[src/rtl/cdiv_pkg.sv]
package cdiv_pkg;
    typedef enum logic {
        PH_COUNT = 1'b0,
        PH_HOLD  = 1'b1
    } phase_t;

    typedef enum logic {
        RND_FLOOR = 1'b0,
        RND_CEIL  = 1'b1
    } round_t;
endpackage

[src/rtl/cdiv_operand_ctr.sv]
module cdiv_operand_ctr #(
    parameter int DW = 8
) (
    input  logic          clk,
    input  logic          rst,
    input  logic          load,
    input  logic [DW-1:0] load_val,
    input  logic          dec,
    output logic [DW-1:0] count,
    output logic          nonzero
);
    always_ff @(posedge clk) begin
        if (rst) begin
            count <= '0;
        end else if (load) begin
            count <= load_val;
        end else if (dec) begin
            count <= count - 1'b1;
        end
    end

    assign nonzero = |count;
endmodule

[src/rtl/cdiv_result_ctr.sv]
module cdiv_result_ctr #(
    parameter int DW = 8
) (
    input  logic          clk,
    input  logic          rst,
    input  logic          clr,
    input  logic          inc,
    output logic [DW-1:0] count
);
    always_ff @(posedge clk) begin
        if (rst || clr) begin
            count <= '0;
        end else if (inc) begin
            count <= count + 1'b1;
        end
    end
endmodule

[src/rtl/cdiv_ctrl.sv]
module cdiv_ctrl
    import cdiv_pkg::*;
#(
    parameter int D = 3
) (
    input  logic clk,
    input  logic rst,
    input  logic load,
    input  logic mode_in,
    input  logic nz,
    output logic dec_en,
    output logic inc_en,
    output logic done
);
    localparam int GW = (D > 1) ? $clog2(D) : 1;
    localparam logic [GW-1:0] LAST = GW'(D - 1);

    phase_t        phase_q, phase_d;
    logic [GW-1:0] grp_q, grp_d;
    round_t        mode_q;

    // state register
    always_ff @(posedge clk) begin
        if (rst) begin
            phase_q <= PH_HOLD;
            grp_q   <= '0;
            mode_q  <= RND_FLOOR;
        end else if (load) begin
            phase_q <= PH_COUNT;
            grp_q   <= '0;
            mode_q  <= round_t'(mode_in);
        end else begin
            phase_q <= phase_d;
            grp_q   <= grp_d;
        end
    end

    // next state and outputs
    always_comb begin
        phase_d = phase_q;
        grp_d   = grp_q;
        dec_en  = 1'b0;
        inc_en  = 1'b0;
        unique case (phase_q)
            PH_COUNT: begin
                if (nz) begin
                    dec_en = 1'b1;
                    grp_d  = (grp_q == LAST) ? '0 : grp_q + 1'b1;
                    if (mode_q == RND_CEIL) begin
                        inc_en = (grp_q == '0);
                    end else begin
                        inc_en = (grp_q == LAST);
                    end
                end else begin
                    phase_d = PH_HOLD;
                end
            end
            PH_HOLD: begin
                phase_d = PH_HOLD;
            end
            default: phase_d = PH_HOLD;
        endcase
        if (load) begin
            dec_en = 1'b0;
            inc_en = 1'b0;
        end
    end

    assign done = (phase_q == PH_HOLD) && !nz;
endmodule

[src/rtl/cdiv_top.sv]
module cdiv_top #(
    parameter int D  = 3,
    parameter int DW = 8
) (
    input  logic          clk,
    input  logic          rst,
    input  logic          load,
    input  logic [DW-1:0] load_val,
    input  logic          round_up,
    output logic [DW-1:0] result,
    output logic          dec_en,
    output logic          inc_en,
    output logic          done
);
    logic [DW-1:0] opnd_q;
    logic          opnd_nz;

    cdiv_operand_ctr #(.DW(DW)) u_opnd (
        .clk      (clk),
        .rst      (rst),
        .load     (load),
        .load_val (load_val),
        .dec      (dec_en),
        .count    (opnd_q),
        .nonzero  (opnd_nz)
    );

    cdiv_result_ctr #(.DW(DW)) u_res (
        .clk   (clk),
        .rst   (rst),
        .clr   (load),
        .inc   (inc_en),
        .count (result)
    );

    cdiv_ctrl #(.D(D)) u_ctrl (
        .clk     (clk),
        .rst     (rst),
        .load    (load),
        .mode_in (round_up),
        .nz      (opnd_nz),
        .dec_en  (dec_en),
        .inc_en  (inc_en),
        .done    (done)
    );
endmodule

[config.mk]
export PLATFORM = sky130hd
export DESIGN_NAME = cdiv_top
export DESIGN_NICKNAME = d
export VERILOG_FILES = /design/src/rtl/cdiv_pkg.sv /design/src/rtl/cdiv_operand_ctr.sv /design/src/rtl/cdiv_result_ctr.sv /design/src/rtl/cdiv_ctrl.sv /design/src/rtl/cdiv_top.sv
export SDC_FILE = /design/constraint.sdc
export NUM_CORES = 1
export LEC_CHECK = 0
export BUFFER_PORTS_ARGS = -buffer_cell sky130_fd_sc_hd__buf_4
export CORE_MARGIN = 2
export CORE_UTILIZATION = 52
export DETAILED_ROUTE_END_ITERATION = 7
export PLACE_DENSITY = 0.87
export SLEW_MARGIN = 0
export SYNTH_ARGS = -nofsm -noshare
export SYNTH_HDL_FRONTEND = slang
export SYNTH_SLANG_ARGS = --single-unit
[constraint.sdc]
create_clock -name clk -period 2.3 [get_ports clk]
set_clock_uncertainty 0.15 [all_clocks]
set_input_delay 0.23 -clock clk [delete_from_list [all_inputs] [get_ports clk]]
set_output_delay 0.23 -clock clk [all_outputs]
set_load 0.1 [all_outputs]
==> impl_results.md, run 1 <==
* Status: finished, final reports clean
* Layout area overhead at 24.9%
* GRT Residual Overflow at 0
* Layout Nets at 167
* Top Family by Delay on Critical Path: flip-flops
* Compound-Gate Fraction of Synth Area at between 20% and 30%
* Hold path cells at 3
* CTS Buffer Depth at 2
* Die width at 49.6 um
* Number of global-route vias before repair at 1006
* Clock Power Share at a little over a quarter
* Fmax achieved at around 450 MHz
* Worst Min Path Start: round_up
* Reg2reg path depth at 7
* Cell Pwr Density at between 500 and 600 mW/mm2
* P_sw at 0.000249 W
* Worst skew pair latency at between 300 and 400 ps
* Crit path DAT at ~1900 ps
* Maximum vdd drop at 0.321 mV
* Buffers & Inverters on Critical Path at 2
* Number of synthesized flops with an enable pin at 0
* Critical path capture point type: output port
* Asr flop ratio synth at 0%
* Final min period at 2240 ps
* ANT cells at 0
* Post-synthesis mux area share at under 10%
* DIE AREA at 0.00246 mm2
* WHS at around 3.5 ps
* Vias after detailed routing at 1055
* Avg Cell Area, Syn at about 8.4 um2
* IO Pins at 23
* YS warnings at 0
* Max-slew violation count at 0
* Post-synth cell types at 42
* Htree depth at 1
* Int Power at between 0.0005 and 0.0006 W
* Sw frac at a little under a third
* First-pass GRT wire length at approximately 4500 um
* Initial cell density of the core at between 50% and 60%
* Clock-pin slew on the worst setup and hold paths at approximately 120 ps
* Hold EP: u_ctrl.mode_q
* Root buffer cell: clkbuf_4
* Final hold vios at 0
* CTS tree: done
* Core Area at approximately 0.0020 mm2
* Dpl cell area at ~0.0013 mm2
* CP max stage delay at ~400 ps
* Period utilisation layout at between 90 and 100%
* CP Class: reg -> out
* Post-Syn Area at between 0.001 and 0.0015 mm2
* Cell Rows at 16
* Largest family of logic cells by synthesized area: simple AND/OR/NAND/NOR gates
* Layout cell share with drive strength beyond 1 at roughly 28%
* Sequential Power Share at about half
* Design Area, Final at between 0.001 and 0.0015 mm2
* Filler cells at 160
* Largest net degree at the start of global routing at 17
* Xor/xnor cell area share of the yosys netlist at 5.68%
* Pre-antenna DRT Iters at 4
* Iteration-0 DRC Markers at 50
* Critical-path top delay cell: dfxtp_2
* RSZ-0062 raised after global routing: false
* Clk sink count at 20
* Initial antenna violation count at 0
* Port bufs at 22
* Fin util at between 60% and 70%
* Die Height at ~50 um
* Synth Area in Adders at around 3.5%
* # setup viols final at 0
* Syn nets at 144
* Vias/cell at about 5.9
* R2R Path Start: u_opnd.count[0]
* Mapped Cells at around 130
* Lkg Pwr at between 0.5 and 0.6 nW
* FF+latch count, synth at 20
* Wirelength per Cell at approximately 16 um
* GPL Wtd Cong at 0.973
* Total wire length at 2810 um
* Post-DP HPWL at around 1900 um
* Critical Path Start Type: flop
* DRC viols at 0
* Rel. slew slack at 65.8%
* Power share of the combinational group at about a quarter
* R2R Setup Slk at between 150 and 200 ps
* Max FO, Critical Path at 6
* Global Route Usage Sum at 23.9%
* Num CTS Buffers at 3
* Hold Path Class: in -> reg
* Required @ worst endpoint at between 1500 and 2000 ps
* Simple-Gate Fraction of Synth Area at a little over a quarter
* Logic depth of the worst path, buffers included at 5
* Max-cap violations at 0
* Antenna viol nets, final at 0
* FF-to-FF End: u_res.count[7]
* Sequential cell area fraction in the yosys report at 37.1%
* Crit path cell chain: inv_1, ha_1, nor3b_4, a2111oi_4, buf_6
* Slew at the pin closest to its max-slew limit at between 500 and 600 ps
* Synth Flop Type: dfxtp_1
worst register-to-register path, stage by stage (launching register included):
cell,delay (ps)
dfxtp_2,400
inv_1,80
ha_1,220
nor3b_4,190
a21o_1,210
buf_4,170
or4_1,500
a21oi_1,140
what timing repair did:
item	4_1_cts	5_1_grt
setup endpoints to repair	3	3
setup buffers	0	0
pin swaps	0	2
gates cloned	0	0
hold buffers	0	0
resized for setup	5	1
layout make-up:
| class | count | area, um2 | area share [%] |
|---|---|---|---|
| well taps | 27 | 33.8 | 2.50 |
| clock buffers | 4 | 36.3 | 2.69 |
| flip-flops and latches | 20 | 404 | 30.0 |
| repair buffers | 25 | 191 | 14.2 |
| multi-input cells | 97 | 664 | 49.3 |
| inverters | 5 | 18.8 | 1.39 |
through the flow:
step | setup TNS [ps] | instances | setup slack (ps) | total power (W)
after global routing | 0 | 178 | 2.65 | 0.000819
after floorplan | -12.0 | 129 | -12.0 | 0.000510
after CTS | 0 | 178 | 9.89 | 0.000775
after detailed placement | 0 | 174 | 121 | 0.000563
final | 0 | 178 | 65.0 | 0.000787
after global placement | 0 | 174 | 232 | 0.000555
how the worst max path moves through the flow:
| stage | startpoint | endpoint |
|---|---|---|
| final | u_opnd.count[0] | inc_en |
| after global placement | u_opnd.count[1] | u_opnd.count[0] |
| after floorplan | u_opnd.count[0] | dec_en |
| after detailed placement | u_opnd.count[0] | u_res.count[7] |
| after CTS | u_opnd.count[0] | inc_en |
| after global routing | u_opnd.count[1] | dec_en |
power groups by stage:
stage	Combinational (W)	Clock, W	Sequential [W]
after floorplan	0.000125	0	0.000386
after global placement	0.000164	0	0.000391
after detailed placement	0.000170	0	0.000393
after CTS	0.000179	0.000209	0.000387
after global routing	0.000200	0.000228	0.000391
final	0.000185	0.000212	0.000390
flip-flops by register name, indices dropped and copies added (netlist names):
name / count
u_ctrl.mode_q: 1
u_opnd.count: 8
u_ctrl.phase_q: 1
u_res.count: 8
u_ctrl.grp_q: 2
metal layers:
metal,up-vias,global-route usage (%),share of wire [%]
met3,9,4.55,5.0
met5,-,0,0
li1,513,-,-
met1,489,29.3,42
met2,44,40.7,51
met4,0,10.2,2.0
cells by family (layout without fill, tap and decap cells):
group,Yosys count,in the layout
xor+xnor,7,7
compound gates,31,31
flops,20,20
buf+inv,12,34
simple gates,54,54
fa+ha+maj,3,3
mux,2,2
Yosys cell counts, types with 2 or more instances:
| master | number | area, um2 |
|---|---|---|
| xnor2_1 | 6 | 52.6 |
| nand3_1 | 2 | 10.0 |
| nand4_1 | 2 | 12.5 |
| nor2_1 | 14 | 52.6 |
| a211oi_1 | 4 | 30.0 |
| buf_2 | 2 | 10.0 |
| a21o_1 | 2 | 15.0 |
| nor3b_1 | 2 | 15.0 |
| or3_1 | 3 | 18.8 |
| a21oi_1 | 11 | 55.1 |
| o21ai_0 | 2 | 10.0 |
| mux2i_1 | 2 | 20.0 |
| a31o_2 | 2 | 17.5 |
| nor4_1 | 4 | 25.0 |
| dfxtp_1 | 20 | 400 |
| o31ai_1 | 2 | 15.0 |
| nand2_1 | 11 | 41.3 |
| clkbuf_1 | 4 | 15.0 |
| and3_1 | 3 | 18.8 |
| or4_1 | 3 | 22.5 |
| inv_1 | 5 | 18.8 |
| ha_1 | 3 | 37.5 |
placed cells by master (no fill, tap or decap), drive strengths merged, types with 2 or more instances in the layout:
| cell | synthesis | routed |
|---|---|---|
| mux2i | 2 | 2 |
| and3 | 3 | 3 |
| nor4 | 5 | 5 |
| buf | 3 | 25 |
| or3 | 4 | 4 |
| dfxtp | 20 | 20 |
| a31o | 2 | 2 |
| o21ai | 2 | 2 |
| or2 | 2 | 2 |
| a211oi | 4 | 4 |
| a21oi | 11 | 11 |
| nand3 | 2 | 2 |
| o31ai | 2 | 2 |
| nor3b | 2 | 2 |
| a21o | 2 | 2 |
| nor2 | 14 | 14 |
| nand2 | 11 | 11 |
| or4 | 4 | 4 |
| ha | 3 | 3 |
| inv | 5 | 5 |
| clkbuf | 4 | 4 |
| xnor2 | 6 | 6 |
| nand4 | 2 | 2 |
(Power assumes the default switching activity.)
==> inputs of run 2 (changes only) <==
--- a/config.mk
+++ b/config.mk
@@ -10,6 +10,7 @@
 export CORE_UTILIZATION = 52
 export DETAILED_ROUTE_END_ITERATION = 7
 export PLACE_DENSITY = 0.87
+export SETUP_SLACK_MARGIN = 0.3
 export SLEW_MARGIN = 0
 export SYNTH_ARGS = -nofsm -noshare
 export SYNTH_HDL_FRONTEND = slang
==> run 2 against run 1 <==
Against the previous run: non-clock buffer count up 11; first-iteration DRC count unchanged; cell count up 6.2%; hold slack better by 5.2 ps; die area unchanged; sequential share of layout area down 2.4 points; setup slack better by 160 ps; sequential power about the same; maximum frequency up 7.5%; register-to-register slack better by 160 ps; combinational power up 31%.
==> impl_results.md, run 2 (same netlist as run 1, synthesis figures left out) <==
* Status: finished, final reports clean
* Max-slew violation count at 0 (unchanged)
* Final min period at 2080 ps (-156 ps)
* Required @ worst endpoint at 1920 ps (about the same)
* Port bufs at 22 (unchanged)
* DRC viols at 0 (unchanged)
* Iteration-0 DRC Markers at 50 (unchanged)
* Period utilisation layout at 90.4% (-6.8 points)
* ANT cells at 0 (unchanged)
* Layout Nets at 178 (+6.6%)
* Die width at 49.6 um (unchanged)
* Cts hold-fix bufs at 0 (unchanged)
* Setup_tns at 0 ps (unchanged)
* Cell Pwr Density at 558 mW/mm2 (-4.2%)
* RSZ-0062 raised after global routing: true
* Wirelength per Cell at 16.3 um (+3.5%)
* First-pass GRT wire length at 4770 um (+5.5%)
* GPL Wtd Cong at 0.968 (-0.51%)
* Die Height at 49.6 um (unchanged)
* Layout area overhead at 39.6%
* Slew at the pin closest to its max-slew limit at 546 ps (+33.3 ps)
* Clock-pin slew on the worst setup and hold paths at 120 ps (about the same)
* Fmax achieved at 481 MHz (+7.5%)
* Lkg Pwr at 0.629 nW (+12%)
* Htree depth at 1 (unchanged)
* Top Registers: u_opnd.count x8, u_res.count x8, u_ctrl.grp_q x2
* Crit path DAT at 1700 ps (-160 ps)
* Critical-path top delay cell: dfxtp_2
* Total wire length at 3090 um (+9.9%)
* Hold Path Class: in -> reg
* Largest net degree at the start of global routing at 17 (unchanged)
* Maximum vdd drop at 0.413 mV (+29%)
* Root buffer cell: clkbuf_4
* Critical path capture point type: output port
* Number of global-route vias before repair at 1053 (+4.7%)
* Global Route Usage Sum at 24.9% (+0.96 points)
* Top Family by Delay on Critical Path: flip-flops
* # setup viols final at 0 (unchanged)
* Dpl cell area at 0.00129 mm2 (+0.78%)
* Initial cell density of the core at 55.0% (unchanged)
* Setup ws final at 221 ps (+156 ps)
* Crit path cell chain: inv_2, ha_4, nor3b_4, a2111oi_4, buf_6
* Total power at 0.000842 W (+7.0%)
* Clk sink count at 20 (unchanged)
* DIE AREA at 0.00246 mm2 (unchanged)
* Worst skew pair latency at 310 ps (about the same)
* IO Pins at 23 (unchanged)
* Buffers & Inverters on Critical Path at 2 (unchanged)
* Filler cells at 133 (-17%)
* Vias/cell at 5.93 (about the same)
* Layout cell share with drive strength beyond 1 at 41.4% (+14 points)
* Initial antenna violation count at 0 (unchanged)
* Most common cell after layout, fill and taps aside: buf_4
* Post-place setup slack at 240 ps (+119 ps)
* CP max stage delay at 360 ps (-40 ps)
* Antenna viol nets, final at 0 (unchanged)
* Num CTS Buffers at 3 (unchanged)
* CP Class: reg -> out
* Vias after detailed routing at 1120 (+6.2%)
* Max-cap violations at 0 (unchanged)
* Critical Path Start Type: flop
* Core Area at 0.00196 mm2 (unchanged)
* Max FO, Critical Path at 5 (-1)
* Post-DP HPWL at 1860 um (-1.3%)
* Cell Rows at 16 (unchanged)
* Cells after DPL at 173 (-0.57%)
* Final hold vios at 0 (unchanged)
* Pre-antenna DRT Iters at 4 (unchanged)
* Rel. slew slack at 63.6% (-2.2 points)
* CTS Buffer Depth at 2 (unchanged)
* Most frequent cells in the layout: buf_4 (32), nor2_1 (13), a21oi_1 (11), nand2_1 (11), dfxtp_1 (10)
* Design Area, Final at 0.00151 mm2 (+12%)
* Final cell count without fillers at 189 (+6.2%)
* GRT Residual Overflow at 0 (unchanged)
* CTS tree: done
run 2: changes by cell type in the layout (fill, tap and decap cells not counted), sizes merged:
| cell | before | now |
|---|---|---|
| buf | 25 | 36 |
run 2: final cells by class:
class | instances | area (um2) | share of cell area (%)
Clock buffer | 4 | 36.3 | 2.41
Inverter | 5 | 18.8 | 1.24
Multi-Input combinational cell | 97 | 701 | 46.5
Sequential cell | 20 | 415 | 27.6
Tap cell | 27 | 33.8 | 2.24
Timing Repair Buffer | 36 | 303 | 20.1
run 2: power breakdown:
part | switching, W | total [W] | internal (W)
Clock | 0.000116 | 0.000213 | 0.0000967
Combinational | 0.000128 | 0.000242 | 0.000114
Sequential | 0.0000235 | 0.000387 | 0.000364
Total | 0.000268 | 0.000842 | 0.000574
run 2: routing by layer:
metal  global-route usage [%]  wire, um
met1                     31.6      1320
met2                     41.8      1560
met3                     2.73       151
met4                     12.0        55
met5                        0         0
run 2: timing repair:
item / 4_1_cts / 5_1_grt
buffers inserted: 6 / 6
pin swaps: 1 / 4
gates resized for setup: 13 / 10
endpoints found under the setup margin: 8 / 9
run 2: final timing paths:
check                           slack [ps]  depth (start not counted)              to             from
worst max-delay path                   220                          5          inc_en  u_opnd.count[1]
worst min-delay path                     9                          3   u_ctrl.mode_q         round_up
worst max register to register         340                          7  u_res.count[6]  u_opnd.count[1]
worst min register to register         350                          2  u_res.count[7]   u_res.count[7]
run 2: worst register-to-register path, delay by kind of cell, from the launching register on:
family | cells | cell delay [ps]
fa+ha+maj | 1 | 150
simple gates | 2 | 630
flops | 1 | 360
buf+inv | 2 | 210
compound gates | 2 | 400
run 2: per-stage QoR:
stage,hold slack (ps),util (%)
CTS,14.2,72.8
detailed placement,322,65.9
floorplan,227,-
global placement,312,65.9
finish,8.68,76.8
global route,26.1,76.8
